<file path="src/rtl/dma_seq_pkg.sv">
package dma_seq_pkg;
  typedef enum logic [2:0] {
    ST_IDLE = 3'd0,
    ST_REQ  = 3'd1,
    ST_S1   = 3'd2,
    ST_S2   = 3'd3,
    ST_S3   = 3'd4,
    ST_S4   = 3'd5,
    ST_SB   = 3'd6
  } seq_st_t;
endpackage

</file>
<file path="src/rtl/dma_seq_regs.sv">
module dma_seq_regs #(
  parameter int ADDR_W = 16,
  parameter int CNT_W  = 16,
  parameter int LO_W   = 8
) (
  input  logic              clk,
  input  logic              rst,
  input  logic              load_en,
  input  logic [ADDR_W-1:0] cfg_addr,
  input  logic [CNT_W-1:0]  cfg_count,
  input  logic              adv,
  output logic [ADDR_W-1:0] cur_addr,
  output logic [CNT_W-1:0]  cur_cnt,
  output logic              cnt_zero,
  output logic              new_page
);
  function automatic logic [ADDR_W-1:0] addr_inc(input logic [ADDR_W-1:0] a);
    return a + ADDR_W'(1);
  endfunction

  function automatic logic [CNT_W-1:0] cnt_dec(input logic [CNT_W-1:0] c);
    return c - CNT_W'(1);
  endfunction

  function automatic logic page_start(input logic [ADDR_W-1:0] a);
    return a[LO_W-1:0] == '0;
  endfunction

  always_ff @(posedge clk) begin
    if (rst) begin
      cur_addr <= '0;
      cur_cnt  <= '0;
    end else if (load_en) begin
      cur_addr <= cfg_addr;
      cur_cnt  <= cfg_count;
    end else if (adv) begin
      cur_addr <= addr_inc(cur_addr);
      cur_cnt  <= cnt_dec(cur_cnt);
    end
  end

  assign cnt_zero = (cur_cnt == '0);
  assign new_page = page_start(cur_addr);
endmodule

</file>
<file path="src/rtl/dma_seq_fsm.sv">
module dma_seq_fsm
  import dma_seq_pkg::*;
(
  input  logic    clk,
  input  logic    rst,
  input  logic    dreq,
  input  logic    hlda,
  input  logic    cnt_zero,
  input  logic    new_page,
  output seq_st_t state,
  output logic    adv,
  output logic    last_xfer,
  output logic    step
);
  seq_st_t nxt;

  assign adv       = (state == ST_S4) && hlda;
  assign last_xfer = adv && cnt_zero;
  assign step      = adv && !cnt_zero;

  always_comb begin
    nxt = state;
    unique case (state)
      ST_IDLE: if (dreq) nxt = ST_REQ;
      ST_REQ:  if (hlda) nxt = ST_S1;
      ST_S1:   nxt = hlda ? ST_S2 : ST_IDLE;
      ST_S2:   nxt = hlda ? ST_S3 : ST_IDLE;
      ST_S3:   nxt = hlda ? ST_S4 : ST_IDLE;
      ST_S4:   nxt = (!hlda || cnt_zero) ? ST_IDLE : ST_SB;
      ST_SB:   nxt = !hlda ? ST_IDLE : (new_page ? ST_S2 : ST_S3);
      default: nxt = ST_IDLE;
    endcase
  end

  always_ff @(posedge clk) begin
    if (rst) state <= ST_IDLE;
    else     state <= nxt;
  end
endmodule

</file>
<file path="src/rtl/dma_seq_outdec.sv">
module dma_seq_outdec
  import dma_seq_pkg::*;
#(
  parameter int ADDR_W = 16,
  parameter int LO_W   = 8,
  localparam int HI_W  = ADDR_W - LO_W
) (
  input  seq_st_t           state,
  input  logic [ADDR_W-1:0] cur_addr,
  input  logic              ack_hi,
  output logic              hrq,
  output logic              aen,
  output logic              adstb,
  output logic              dack_act,
  output logic              dack,
  output logic [LO_W-1:0]   addr_lo,
  output logic [HI_W-1:0]   db_out,
  output logic              db_en
);
  always_comb begin
    hrq      = (state != ST_IDLE);
    aen      = (state != ST_IDLE) && (state != ST_REQ);
    adstb    = (state == ST_S2);
    dack_act = (state == ST_S2) || (state == ST_S3) ||
               (state == ST_S4) || (state == ST_SB);
    db_en    = adstb;
    addr_lo  = dack_act ? cur_addr[LO_W-1:0] : '0;
    db_out   = db_en ? cur_addr[ADDR_W-1:LO_W] : '0;
    dack     = ack_hi ? dack_act : !dack_act;
  end
endmodule

</file>
<file path="src/rtl/dma_seq_top.sv">
module dma_seq_top
  import dma_seq_pkg::*;
#(
  parameter int ADDR_W = 16,
  parameter int CNT_W  = 16,
  parameter int LO_W   = 8,
  localparam int HI_W  = ADDR_W - LO_W
) (
  input  logic              clk,
  input  logic              rst,
  input  logic              dreq,
  input  logic              hlda,
  input  logic              ack_hi,
  input  logic              cfg_load,
  input  logic [ADDR_W-1:0] cfg_addr,
  input  logic [CNT_W-1:0]  cfg_count,
  output logic              hrq,
  output logic              aen,
  output logic              adstb,
  output logic              dack,
  output logic [LO_W-1:0]   addr_lo,
  output logic [HI_W-1:0]   db_out,
  output logic              db_en
);
  seq_st_t           state;
  logic [ADDR_W-1:0] cur_addr;
  logic [CNT_W-1:0]  cur_cnt;
  logic              cnt_zero, new_page, adv, last_xfer, step;
  logic              dack_act, is_idle, load_en;

  assign is_idle = (state == ST_IDLE);
  assign load_en = cfg_load && is_idle;

  dma_seq_regs #(.ADDR_W(ADDR_W), .CNT_W(CNT_W), .LO_W(LO_W)) u_regs (
    .clk(clk), .rst(rst), .load_en(load_en), .cfg_addr(cfg_addr),
    .cfg_count(cfg_count), .adv(adv), .cur_addr(cur_addr),
    .cur_cnt(cur_cnt), .cnt_zero(cnt_zero), .new_page(new_page)
  );

  dma_seq_fsm u_fsm (
    .clk(clk), .rst(rst), .dreq(dreq), .hlda(hlda), .cnt_zero(cnt_zero),
    .new_page(new_page), .state(state), .adv(adv),
    .last_xfer(last_xfer), .step(step)
  );

  dma_seq_outdec #(.ADDR_W(ADDR_W), .LO_W(LO_W)) u_out (
    .state(state), .cur_addr(cur_addr), .ack_hi(ack_hi), .hrq(hrq),
    .aen(aen), .adstb(adstb), .dack_act(dack_act), .dack(dack),
    .addr_lo(addr_lo), .db_out(db_out), .db_en(db_en)
  );
endmodule

</file>
<file path="config.mk">
export PLATFORM = sky130hd
export DESIGN_NAME = dma_seq_top
export DESIGN_NICKNAME = d
export VERILOG_FILES = /design/src/rtl/dma_seq_pkg.sv /design/src/rtl/dma_seq_regs.sv /design/src/rtl/dma_seq_fsm.sv /design/src/rtl/dma_seq_outdec.sv /design/src/rtl/dma_seq_top.sv
export SDC_FILE = /design/constraint.sdc
export NUM_CORES = 1
export LEC_CHECK = 0
export CAP_MARGIN = 20
export CORE_ASPECT_RATIO = 0.75
export CORE_MARGIN = 8
export CORE_UTILIZATION = 43
export DETAILED_ROUTE_END_ITERATION = 10
export PLACE_DENSITY = 0.76
export SETUP_SLACK_MARGIN = 0.3
export SLEW_MARGIN = 5
export SYNTH_ARGS = -nofsm -noshare
export SYNTH_HDL_FRONTEND = slang
export SYNTH_SLANG_ARGS = --single-unit
</file>
<file path="constraint.sdc">
create_clock -name clk -period 2.25 [get_ports clk]
set_clock_uncertainty 0.2 [all_clocks]
set_input_delay 0.675 -clock clk [delete_from_list [all_inputs] [get_ports clk]]
set_output_delay 0.675 -clock clk [all_outputs]
set_load 0.02 [all_outputs]
</file>
# After elaboration in Yosys (flattened, before gate mapping)
# Index checks and enable logic that the tools add are counted.
# Widths: inputs -> output; s select.
# totals
reg_bits,35
in_bits,38
out_inout_bits,21
elab_cells,45
# op_classes
n_addsub,2
n_eq_ne,9
n_mux,16
n_reduce_logical,15
# op_table
operator,n
$mux 16,4
$mux 3,7
$pmux 3 s7,1
$add 16x1->16 const B,1
$logic_not 16->1,1
$mux 8,2
$sub 16x1->16 const B,1
$eq 3x3->1 const B,3
$logic_not 8->1,1
$eq 3x2->1 const B,2
$logic_or 1x1->1,4
$ne 2x2->1 const B,2
$eq 3x1->1 const B,1
$logic_and 1x1->1,3
$logic_not 3->1,1
$ne 3x1->1 const B,1
$reduce_bool 3->1,1
$logic_not 1->1,2
$mux 2,1
$reduce_and 2->1,1
$reduce_bool 2->1,1
$mux 1,1

# Logic depth before layout (Yosys ltp)
# depth
depth_word,6
ltp_mapped,7
depth_no_buf,6

# Hierarchy
# A second synthesis with hierarchy kept.
# unflattened
cells_unflattened,272
area_unflattened_um2,2237.1
# by_module_without_submodules
mod,n_inst,cells_each,area_each_um2,seq_area_each_um2
dma_seq_regs,1,218,1773.0,640.6
dma_seq_fsm,1,28,245.2,60.1
dma_seq_outdec,1,25,203.9,0.0
dma_seq_top,1,1,15.0,0.0

# Worst setup path after synthesis
# OpenSTA, ideal clock, no wires.
# synth_timing
path_type,reg-to-output
start,register u_fsm.state[0]
end,output dack
t_arrival_ns,1.561
t_required_ns,1.375
setup_slack_ns,-0.186
path_stages_with_launch,5
path_buffers,1
path_cell_list,dfxtp_1 clkbuf_1 nand2_1 xor2_1 xor2_1
# synth_via
elab_chain_len,6
word_cells_on_any_way,9
cone_classes,4 x eq/ne; 1 x mux; 4 x reduce/logical
# synth_rtl
element,line_no,rtl
from (decl),dma_seq_fsm.sv:10,"output seq_st_t state,"
from (signal assigned),dma_seq_fsm.sv:37,else state <= nxt;
$eq 3x2->1 / $eq 3x3->1 (equally long branches),dma_seq_outdec.sv:24,dack_act = (state == ST_S2) || (state == ST_S3) ||
$logic_or 1x1->1 (2 in a row),dma_seq_outdec.sv:24,
$logic_or 1x1->1 *,dma_seq_outdec.sv:25,(state == ST_S4) || (state == ST_SB);
$logic_not 1->1,dma_seq_outdec.sv:29,dack = ack_hi ? dack_act : !dack_act;
$mux 1 *,dma_seq_outdec.sv:29,
to (decl),dma_seq_top.sv:20,"output logic dack,"
# Every way passes the cells marked *; elsewhere a longest branch is shown, timed or not.

# Worst setup path after layout
# layout_timing
start,register u_fsm.state[1]
end,output db_out[7]
# layout_via
elab_chain_len,2
# layout_rtl
element,line_no,rtl
$eq 3x2->1,dma_seq_outdec.sv:23,adstb = (state == ST_S2);
$mux 8,dma_seq_outdec.sv:28,db_out = db_en ? cur_addr[ADDR_W-1:LO_W] : '0;
to (decl),dma_seq_top.sv:22,"output logic [HI_W-1:0] db_out,"
# Every way passes these cells.

==> impl_results.md <==
* Status: finished clean
* Crit Path Category: reg2out
* Crit-path max FO at 5
* CP Data Arrival Time at 1370 ps
* MaxCap Viol Count at 0
* Final WL at 8690 µm
* Area Overhead vs Synth at 76.5%
* Routability cong. at 0.858
* FMAX at 0.445 GHz
* Clock sinks at 35
* Share of cells above drive strength 1 at 0.452
* EDFF count, synth at 0
* Die Y at 76.9 µm
* Clock Latency Late Sink at 290 ps
* GRT Overall Usage at 0.180
* Area occupied by multi-input gates at 1680 µm²
* Tightest Pin Transition at 452 ps
* # rows at 22
* Vias at 2673
* DP HPWL at 4780 µm
* IO buf count at 58
* Synthesized Nets at 308
* Critical path, cell by cell: nand2_4 -> buf_4 -> nor2_4 -> and2_4 -> buf_6
* First-pass GRT wire length at 11400 µm
* Mapped cell area at 2120 µm²
* I/O pin total at 59
* Most common cell in the synthesized netlist: dfxtp_1
* Initial antenna violation count at 0
* Diode count at 0
* Core Util, Final at 0.778
* Crit end category: output port
* Top delay family on crit path: simple AND/OR/NAND/NOR gates
* Clk pwr share at 0.217
* Main synth FF type: dfxtp_1
* Hold_ws at 335 ps
* Synth Instances at 267
* Max Slew Vio Count at 0
* Post-synth top area cell: dfxtp_1
* RSZ-0062 raised after global routing: yes
* Filler instances at 294
* Largest cells by area after synthesis: dfxtp_1 (33%), xor2_1 (4.9%), nor2_1 (4.4%), a311oi_1 (4.1%), a21oi_1 (3.3%)
* 1st-pass router iterations at 5
* # DRC at 0
* Combinational share of power at 0.400
* Post-DR vias/cell at 6.26
* Grt ovf at 0
* Initial drt markers at 264
* Yosys cell types at 51
* Die Width at 97.1 µm
* Worst path bufs/invs at 2
* Final Hold Vio Count at 0
* Routed length per instance at 20.3 µm
* Worst relative slew slack at 0.695
* Minimum clock period at 2250 ps
* Core area at 4820 µm²
* Vias in the first global route at 2347
* Sequential area share after synthesis at 0.330
* Leak pwr at 0.00141 µW
* Syn Area/Cell at 7.95 µm²
* CTS clk-pin slew, worst paths at 70 ps
* Htree depth at 2
* Yosys warns at 0
* Nets at 407
* CP required at 1370 ps
* Power per cell area at 553 nW/µm²
* Area share of the largest cell type after synthesis at 0.330
* Antenna Nets Post-Route at 0
* Clock buffer depth at 2
* Reg area at 713 µm²
* VDD IR max at 339 µV
* Sw frac at 0.357
* Largest stage delay on the critical path at 360 ps
* Seq pwr share at 0.383
* CTS tree: done
* Synth top cells by count: dfxtp_1 (35), nor2_1 (25), clkbuf_1 (16), nand2_1 (16), a21oi_1 (14)
* CTS buffer count at 5
* Register bit total from synthesis at 35
* Psw at 739 µW
* Setup Viol. Count Final at 0
* Starting density of the core at 0.441
* Clock root cell: clkbuf_8
* Area of the die at 7470 µm²
* Hold crit path type: reg2reg
* Internal power at 1330 µW
* Slowest CP cell: dfxtp_2
* Asr flop ratio synth at 0
* Largest net degree at the start of global routing at 59
* Type of origin of the critical path: flop
* Period Utilization, post-route at 0.998
-- path summary, 6_finish.rpt --
check,start,end,slack [ps],cells after the start
setup / recovery,u_fsm.state[1]$_SDFFE_PP0P_,db_out[7],4,5
hold / removal,u_regs.cur_addr[1]$_SDFFE_PP0P_,u_regs.cur_addr[1]$_SDFFE_PP0P_,330,2
setup reg to reg,u_fsm.state[2]$_SDFFE_PP0P_,u_regs.cur_cnt[14]$_SDFFE_PP0P_,100,7
hold reg to reg,u_regs.cur_addr[1]$_SDFFE_PP0P_,u_regs.cur_addr[1]$_SDFFE_PP0P_,330,2
-- cell type report --
cell class,count,share of cell area
multi-input cells,206,0.448
repair buffers,111,0.312
flip-flops and latches,35,0.190
well taps,60,0.0200
clock buffers,5,0.0184
inverters,7,0.00701
clock inverters,3,0.00401
-- layer usage --
layer / wire (µm) / GRT usage / vias up
li1: - / - / 1196
met1: 3410 / 0.222 / 1244
met2: 4050 / 0.287 / 192
met3: 893 / 0.0582 / 41
met4: 333 / 0.0628 / 0
met5: 0 / 0 / -
-- sequential cells by signal, indices dropped and copies added (netlist names) --
name	cells
u_fsm.state	3
u_regs.cur_addr	16
u_regs.cur_cnt	16
-- cells in the final DEF, fill, tap and decap left out, drive strengths merged, types with 8 or more instances in the layout --
cell and n:
o31ai 8, dfxtp 35, nand2 16, nor2 26, o21ai 11, clkbuf 8
a21oi 14, xor2 12, buf 71, clkdlybuf4s50 35, and2 8, or4 10
nand3 12, a311oi 10
-- power groups by stage --
stage / clock, µW / combinational, µW / sequential, µW
finish: 450 / 829 / 793
global route: 478 / 871 / 804
CTS: 451 / 639 / 781
detailed placement: 0 / 553 / 788
global placement: 0 / 541 / 785
floorplan: 0 / 344 / 776
-- timing repair --
action                                  4_1_cts  5_1_grt
hold buffers                                  0        0
resized for setup                           154       54
endpoints found under the setup margin       54       53
cloned                                        1        4
pin swaps                                    18        6
buffers inserted                             12        6
-- worst reg2reg max path, stage by stage (launching register included) --
cell	delay [ps]
dfxtp_2	360
buf_6	150
buf_6	130
and4b_1	210
buf_6	130
nand2_4	70
or4_1	520
a311oi_1	280
-- logic make-up (layout without fill, tap and decap cells) --
| logic type | Yosys count | after routing | share of synthesized area |
|---|---|---|---|
| simple gates | 120 | 121 | 0.322 |
| compound gates | 64 | 64 | 0.204 |
| flops | 35 | 35 | 0.330 |
| buf+inv | 27 | 126 | 0.0501 |
| xor+xnor | 17 | 17 | 0.0701 |
| fa+ha+maj | 3 | 3 | 0.0177 |
| mux | 1 | 1 | 0.00530 |
-- through the flow --
step	instance area, µm²	TNS [ps]	cells	total power, µW	setup WS (ps)
finish	3750	0	427	2070	4.21
global route	3750	-180	427	2150	-25.6
global placement	3080	-10900	396	1330	-551
detailed placement	3080	-12330	396	1340	-611
floorplan	2280	0	267	1120	51.3
CTS	3400	0	417	1870	17.5
No activity file was read; power rests on OpenSTA's default activity.
